==> config.mk <==
export PLATFORM = sky130hd
export DESIGN_NAME = corr_bp
export DESIGN_NICKNAME = d
export VERILOG_FILES = /design/src/rtl/corr_bp_pkg.sv /design/src/rtl/corr_bp_ghr.sv /design/src/rtl/corr_bp_bank.sv /design/src/rtl/corr_bp_sel.sv /design/src/rtl/corr_bp.sv
export SDC_FILE = /design/constraint.sdc
export NUM_CORES = 2
export LEC_CHECK = 0
export BUFFER_PORTS_ARGS = -buffer_cell sky130_fd_sc_hd__buf_2
export CAP_MARGIN = 20
export CORE_MARGIN = 3
export CORE_UTILIZATION = 40
export CTS_CLUSTER_SIZE = 40
export DETAILED_ROUTE_END_ITERATION = 12
export PLACE_DENSITY_LB_ADDON = 0.05
export SLEW_MARGIN = 20
export SYNTH_ARGS = -nofsm -noshare
export SYNTH_HDL_FRONTEND = slang
export SYNTH_HIERARCHICAL = 1
export SYNTH_SLANG_ARGS = --single-unit
==> constraint.sdc <==
create_clock -name clk -period 3.75 [get_ports clk]
set_input_delay 0.5625 -clock clk [delete_from_list [all_inputs] [get_ports clk]]
set_output_delay 0.5625 -clock clk [all_outputs]
set_load 0.03 [all_outputs]
==> src/rtl/corr_bp_pkg.sv <==
package corr_bp_pkg;

   typedef enum logic [1:0] {
      CTR_NT_OK   = 2'b00,
      CTR_NT_MISS = 2'b01,
      CTR_T_MISS  = 2'b10,
      CTR_T_OK    = 2'b11
   } ctr_e;

   localparam ctr_e CTR_INIT = CTR_NT_MISS;

   // hysteresis step: a guess reverses only after two misses in a row
   function automatic ctr_e ctr_step(input ctr_e cur, input logic taken);
      ctr_e nxt;
      case (cur)
         CTR_T_OK:    nxt = taken ? CTR_T_OK    : CTR_T_MISS;
         CTR_T_MISS:  nxt = taken ? CTR_T_OK    : CTR_NT_OK;
         CTR_NT_MISS: nxt = taken ? CTR_T_OK    : CTR_NT_OK;
         default:     nxt = taken ? CTR_NT_MISS : CTR_NT_OK;
      endcase
      return nxt;
   endfunction

endpackage

==> src/rtl/corr_bp_ghr.sv <==
module corr_bp_ghr #(
   parameter int HIST_W = 2
) (
   input  logic              clk,
   input  logic              rst_n,
   input  logic              shift_en,
   input  logic              shift_bit,
   output logic [HIST_W-1:0] hist
);
   logic [HIST_W-1:0] hist_nxt;

   generate
      if (HIST_W == 1) begin : g_one
         assign hist_nxt = shift_bit;
      end else begin : g_many
         assign hist_nxt = {hist[HIST_W-2:0], shift_bit};
      end
   endgenerate

   always_ff @(posedge clk or negedge rst_n) begin
      if (!rst_n)        hist <= '0;
      else if (shift_en) hist <= hist_nxt;
   end

   assert_shift_in_R5: assert property (@(posedge clk) disable iff (!rst_n)
      shift_en |=> hist[0] == $past(shift_bit));

   assert_idle_hold_R10: assert property (@(posedge clk) disable iff (!rst_n)
      !shift_en |=> $stable(hist));

endmodule

==> src/rtl/corr_bp_bank.sv <==
module corr_bp_bank
   import corr_bp_pkg::*;
#(
   parameter int IDX_W = 8
) (
   input  logic             clk,
   input  logic             rst_n,
   input  logic [IDX_W-1:0] rd_idx,
   output ctr_e             rd_state,
   input  logic             wr_en,
   input  logic [IDX_W-1:0] wr_idx,
   input  logic             wr_taken
);
   localparam int DEPTH = 1 << IDX_W;

   ctr_e tbl [DEPTH];

   always_ff @(posedge clk or negedge rst_n) begin
      if (!rst_n) begin
         for (int i = 0; i < DEPTH; i++) tbl[i] <= CTR_INIT;
      end else if (wr_en) begin
         tbl[wr_idx] <= ctr_step(tbl[wr_idx], wr_taken);
      end
   end

   // read is combinational from the flops: same-cycle write is not bypassed
   assign rd_state = tbl[rd_idx];

   assert_taken_leaves_floor_R7: assert property (@(posedge clk) disable iff (!rst_n)
      (wr_en && wr_taken) |=> tbl[$past(wr_idx)] != CTR_NT_OK);

   assert_nt_leaves_top_R3: assert property (@(posedge clk) disable iff (!rst_n)
      (wr_en && !wr_taken) |=> tbl[$past(wr_idx)] != CTR_T_OK);

   assert_no_write_keeps_R10: assert property (@(posedge clk) disable iff (!rst_n)
      !wr_en |=> tbl[$past(rd_idx)] == $past(rd_state));

endmodule

==> src/rtl/corr_bp_sel.sv <==
module corr_bp_sel
   import corr_bp_pkg::*;
#(
   parameter int HIST_W = 2,
   parameter int NSETS  = 4
) (
   input  ctr_e              set_state [NSETS],
   input  logic [HIST_W-1:0] sel,
   output logic              taken
);
   logic [1:0] picked;

   always_comb begin
      picked = set_state[sel];
      taken  = picked[1];
   end

endmodule

==> src/rtl/corr_bp.sv <==
module corr_bp
   import corr_bp_pkg::*;
#(
   parameter int PC_W    = 32,
   parameter int IDX_W   = 8,
   parameter int ALIGN_W = 2,
   parameter int HIST_W  = 2
) (
   input  logic              clk,
   input  logic              rst_n,
   input  logic [PC_W-1:0]   fetch_pc,
   output logic              pred_taken,
   output logic [HIST_W-1:0] pred_hist,
   input  logic              upd_valid,
   input  logic [PC_W-1:0]   upd_pc,
   input  logic              upd_taken,
   input  logic [HIST_W-1:0] upd_hist
);
   localparam int NSETS = 1 << HIST_W;
   localparam int IDX_LO = ALIGN_W;
   localparam int IDX_HI = ALIGN_W + IDX_W;

   generate
      if (IDX_W < 1 || IDX_W > 14) begin : g_bad_idx
         $error("corr_bp: IDX_W out of range");
      end
      if (ALIGN_W < 1 || IDX_HI >= PC_W) begin : g_bad_align
         $error("corr_bp: index field does not fit inside PC");
      end
      if (HIST_W < 1 || HIST_W > 4) begin : g_bad_hist
         $error("corr_bp: HIST_W out of range");
      end
   endgenerate

   logic [IDX_W-1:0] fetch_idx, upd_idx;
   logic [HIST_W-1:0] ghr;
   logic [NSETS-1:0] set_we;
   ctr_e set_state [NSETS];
   logic unused_pc_bits;

   assign fetch_idx = fetch_pc[IDX_HI-1:IDX_LO];
   assign upd_idx   = upd_pc[IDX_HI-1:IDX_LO];
   assign unused_pc_bits = ^{fetch_pc[PC_W-1:IDX_HI], fetch_pc[IDX_LO-1:0],
                             upd_pc[PC_W-1:IDX_HI], upd_pc[IDX_LO-1:0]};

   corr_bp_ghr #(.HIST_W(HIST_W)) u_ghr (
      .clk       (clk),
      .rst_n     (rst_n),
      .shift_en  (upd_valid),
      .shift_bit (upd_taken),
      .hist      (ghr)
   );

   generate
      for (genvar s = 0; s < NSETS; s++) begin : g_set
         assign set_we[s] = upd_valid && (upd_hist == HIST_W'(s));
         corr_bp_bank #(.IDX_W(IDX_W)) u_bank (
            .clk      (clk),
            .rst_n    (rst_n),
            .rd_idx   (fetch_idx),
            .rd_state (set_state[s]),
            .wr_en    (set_we[s]),
            .wr_idx   (upd_idx),
            .wr_taken (upd_taken)
         );
      end
   endgenerate

   corr_bp_sel #(.HIST_W(HIST_W), .NSETS(NSETS)) u_sel (
      .set_state (set_state),
      .sel       (ghr),
      .taken     (pred_taken)
   );

   assign pred_hist = ghr;

   assert_one_set_written_R4: assert property (@(posedge clk) disable iff (!rst_n)
      $onehot0(set_we));

   assert_set_follows_valid_R10: assert property (@(posedge clk) disable iff (!rst_n)
      upd_valid |-> $countones(set_we) == 1);

endmodule

Yosys cells after proc, flatten, opt, wreduce, memory -nomap -nowiden
Index checks and enable logic that the tools add are counted.

storage, ports and cells
  logic and storage cells = 1101
  bits of input ports = 70
  output and inout bits = 3
  flip-flop bits (word level) = 2050

cells by class
  magnitude comparators = 4
  bitwise gates (word level) = 3
  reduce and logical (&&, ||, !) cells = 10
  eq/ne operators = 15
  muxes and demuxes = 44

operators with widths
  operator                                                                       number
  512-bit bitwise mux                                                            4
  2-bit binary-select mux with 8-bit select                                      8
  2-bit two-way mux                                                              24
  2-bit == test (second input constant)                                          10
  9-bit >= comparator (second input constant)                                    2
  8-bit NOT with 9-bit output                                                    2
  2-bit demux with 8-bit select                                                  1
  2-bit case mux with 2 select lines                                             4
  2-bit by 1-bit == test with 1-bit output (second input constant)               5
  9-bit by 1-bit less-than comparator with 1-bit output (second input constant)  1
  2-bit OR reduction                                                             4
  1-bit logical AND                                                              5
  2-bit binary-select mux with 2-bit select                                      1
  3-bit >= comparator (second input constant)                                    1
  2-bit NOT with 3-bit output                                                    1
  2-bit logical NOT                                                              1
  1-bit two-way mux                                                              2

Longest topological paths before layout
  word-level depth = 9
  depth in mapped cells = 15
  depth with buffers taken out = 10

By module
The synthesis kept the hierarchy.

by module, submodules not included
  module        seq. area each (um2)  cells each  area each (um2)  times used
  corr_bp_bank  13132.6               2244        28756.3          4
  corr_bp_ghr   50.0                  4           72.6             1
  corr_bp       0.0                   4           37.5             1
  corr_bp_sel   0.0                   1           22.5             1

Least setup slack after synthesis
Ideal clock, no wire load.

  kind = input port to flip-flop
  start = input upd_pc[3]
  end = register g_set[0].u_bank/tbl[101] (netlist name)
  library setup time = 125 ps
  slack = -238 ps
  arrival time = 3863 ps
  data required time = 3625 ps
  cell stages on the path = 14
  buffers on the path = 5
  cells stage by stage = buf_4 -> clkbuf_1 -> buf_1 -> mux4_2 -> a221oi_1 -> o22ai_1 -> o31a_1 -> or4_1 -> ha_1 -> a21oi_1 -> nor2_1 -> clkbuf_1 -> clkbuf_1 -> mux2_2

between the ends
  word-level cells in the longest chain between the ends = 9
  elaborated cells on any way between the ends = 16
  classes of those cells = order compare (2); eq/ne (3); mux (8); bitwise (1); reduce/logical (2)

ends and longest elaborated chain
  item                                                                       RTL line            text
  start: declaration                                                         corr_bp.sv:15       input logic [PC_W-1:0] upd_pc,
  8-bit NOT with 9-bit output (not written as such) *                        corr_bp_bank.sv:22  tbl[wr_idx] <= ctr_step(tbl[wr_idx], wr_taken);
  2-bit binary-select mux with 8-bit select                                  corr_bp_bank.sv:22
  2-bit two-way mux (not written as such) (2 in a row)                       corr_bp_bank.sv:22
  2-bit == test or 2-bit by 1-bit == test with 1-bit output (tied branches)  corr_bp_pkg.sv:15   case (cur)
  2-bit OR reduction (no line)                                               -
  2-bit case mux with 2 select lines                                         corr_bp_pkg.sv:15
  2-bit two-way mux                                                          corr_bp_bank.sv:21  end else if (wr_en) begin
  512-bit bitwise mux *                                                      corr_bp_bank.sv:22
  end signal: indexed assignment                                             corr_bp_bank.sv:22
  end: declaration                                                           corr_bp_bank.sv:16  ctr_e tbl [DEPTH];

Mark *: on every way between the ends. The rest lies on a longest branch, timed or not. The select of a mux whose other input is x is not followed.
A chain may end at the register's enable or synchronous reset.

==> flow_metrics.env <==
export IMPL_grt_pass1_vias=76763
export IMPL_core_rowCount=189
export IMPL_cts_buffers=239
export IMPL_grt_pass1_wl_microns=545000
export IMPL_slew_viol_final=0
export IMPL_drv_cap=0
export IMPL_htreeDepth=4
export IMPL_cts_sinks=2050
export IMPL_viasPerCell=5.88
export IMPL_use_met1_pct=38.2
export IMPL_synth_area_sq_um=107000
export IMPL_core_area_sq_um=266000
export IMPL_cts_root_buffer="clkbuf_16"
export IMPL_firstDrtPassIters=6
export IMPL_start_util_pct=40.3
export IMPL_hpwl_microns=252000
export IMPL_p_leak_nw=53.8
export IMPL_report_final_setup_viol=169
export IMPL_gr_total_overflow=0
export IMPL_fmax_ghz=0.235
export IMPL_rr_worst_depth=15
export IMPL_status="finished, violations left"
export IMPL_drive_above_1_share_pct=56.6
export IMPL_cts_buffer_depth=4
export IMPL_fin_util_pct=48.5
export IMPL_syn_to_final_growth_pct=20.3
export IMPL_cp_max_fo=21
export IMPL_drc_errors=0
export IMPL_antenna_found_initial=8
export IMPL_port_buffers=24
export IMPL_skew_ns=0.0545
export IMPL_critPathRequiredTime_ns=3.19
export IMPL_die_w_microns=524
export IMPL_slew_headroom_pct=41.5
export IMPL_gp_congestion=0.859
export IMPL_min_path_type="in2reg"
export IMPL_worst_slew_pin_slew_ns=0.871
export IMPL_routed_wl_microns=378000
export IMPL_ir_drop_v=0.000444
export IMPL_drtIter0Drc=5757
export IMPL_fill_cells=23472
export IMPL_crit_type="in2out"
export IMPL_synth_avg_cell_area_sq_um=13.0
export IMPL_gr_usage_all_layers_pct=26.7
export IMPL_synthCells=8241
export IMPL_layout_min_cycle_time_ns=4.26
export IMPL_yosys_warnings=6
export IMPL_die_h_microns=524
export IMPL_clk_pin_slew_ns=0.06
export IMPL_violations="negative setup slack"
export IMPL_ioPinCount=73
export IMPL_busiest_layer="met2"
export IMPL_cts_tree="done"
export IMPL_nets=8878
export IMPL_worstSetupStartpointType="input pin"
export IMPL_fin_setup_tns_ns=-5.36
export IMPL_synth_nets=8319
export IMPL_crit_path_end_kind="primary output"
export IMPL_die_area_sq_um=275000
export IMPL_arrival_ns=3.70
export IMPL_grt_start_max_net_pins=143
export IMPL_vias=73739
export IMPL_hold_violations=0
export IMPL_power_density_nw_per_um2=396
export IMPL_use_met2_pct=42.9
export IMPL_rsz0062_at_grt="true"
export IMPL_gr_usage_met3_pct=3.84
export IMPL_ant_nets=0
export IMPL_p_total_w=0.0511
export IMPL_timing_final_ws_setup_ns=-0.508
export IMPL_clkLatencyLatePin_ns=0.94
export IMPL_wire_per_inst_microns=30.1
export IMPL_hold_depth=2
export IMPL_fin_crit_sh_pct=114
[critical path: stages]
cell,delay [ns]
buf_8,0.24
buf_4,0.44
mux4_2,0.56
o21ai_0,0.27
a221oi_1,0.14
a311oi_1,0.35
buf_4,0.22
nor4_4,0.07
mux4_2,0.60
buf_6,0.19
[timing repair]
item,4_1_cts,5_1_grt
hold endpoints to repair,37,0
hold buffers,1,0
pin swaps,7,17
setup endpoints to repair,364,731
setup buffers,7,24
gates cloned,0,46
resized for setup,37,196
[routing by layer]
| layer | vias to the layer above | part of all wire (%) |
|---|---|---|
| met5 | - | 0.0090 |
| met3 | 545 | 5.0 |
| met2 | 2047 | 47 |
| li1 | 31392 | - |
| met4 | 6 | 2.8 |
| met1 | 39749 | 45 |
[path summary, 6_finish.rpt]
path / endpoint / slack, ns / from
hold reg to reg: g_set[1].u_bank/tbl[423] / 0.50 / g_set[1].u_bank/tbl[423]
hold / removal: u_ghr/hist[0] / 0.13 / upd_valid
min in group asynchronous: g_set[0].u_bank/tbl[287] / 0.29 / rst_n
setup reg to reg: g_set[3].u_bank/tbl[221] / -0.14 / g_set[3].u_bank/tbl[473]
max in group asynchronous: g_set[3].u_bank/tbl[494] / 2.20 / rst_n
setup / recovery: pred_taken / -0.51 / fetch_pc[2]
[final cells by class]
type                       instances  area [sq um]  area share, %
sequential                      2050         52600           40.7
inverter                          20          78.8         0.0611
clock inverter                    77           995          0.771
timing repair buffer            1082         11500           8.93
clock buffer                     371          7170           5.56
multi-input combinational       5407         52300           40.5
tap                             3533          4420           3.42
antenna                            5          12.5        0.00969
[report_power, final]
group          internal (W)  total (W)  switching [W]  leakage, nW
Combinational       0.00156    0.00408        0.00252         24.9
Sequential           0.0225     0.0226      0.0000961         24.9
Clock                0.0145     0.0244        0.00987         4.03
[cells in the final DEF (no fill, tap or decap), types with 16 or more instances in the layout]
master,count
mux2_2,1691
dfrtp_1,1026
dfstp_2,1024
nor2_1,820
buf_4,799
nand2_1,744
mux4_2,705
mux2i_1,277
o21ai_0,277
clkbuf_16,272
buf_12,214
a22oi_1,127
mux2_4,123
o22ai_1,82
nand3_1,73
a21oi_1,68
clkbuf_1,67
nor3_1,67
clkbuf_8,61
nand2b_1,48
clkinv_2,41
nor2b_1,36
a221oi_1,32
bufinv_16,21
nor4_1,21
buf_6,16
and2_1,16
inv_1,16
[registers in the layout, indices dropped and copies added (netlist names)]
name and count:
g_set.u_bank/tbl 2048, u_ghr/hist 2
[metrics by stage]
stage	hold WS, ns	std cells	cell area (sq um)	setup slack (ns)
6_report	0.129	12545	129000	-0.508
5_1_grt	0.0858	12542	129000	-0.568
4_1_cts	0.0838	12471	127000	-0.558
3_5_place_dp	0.490	12020	119000	-0.957
3_3_place_gp	0.473	12020	119000	-1.04
2_1_floorplan	0.267	8241	108000	0.0105
Power figures use the tool's default switching activity.
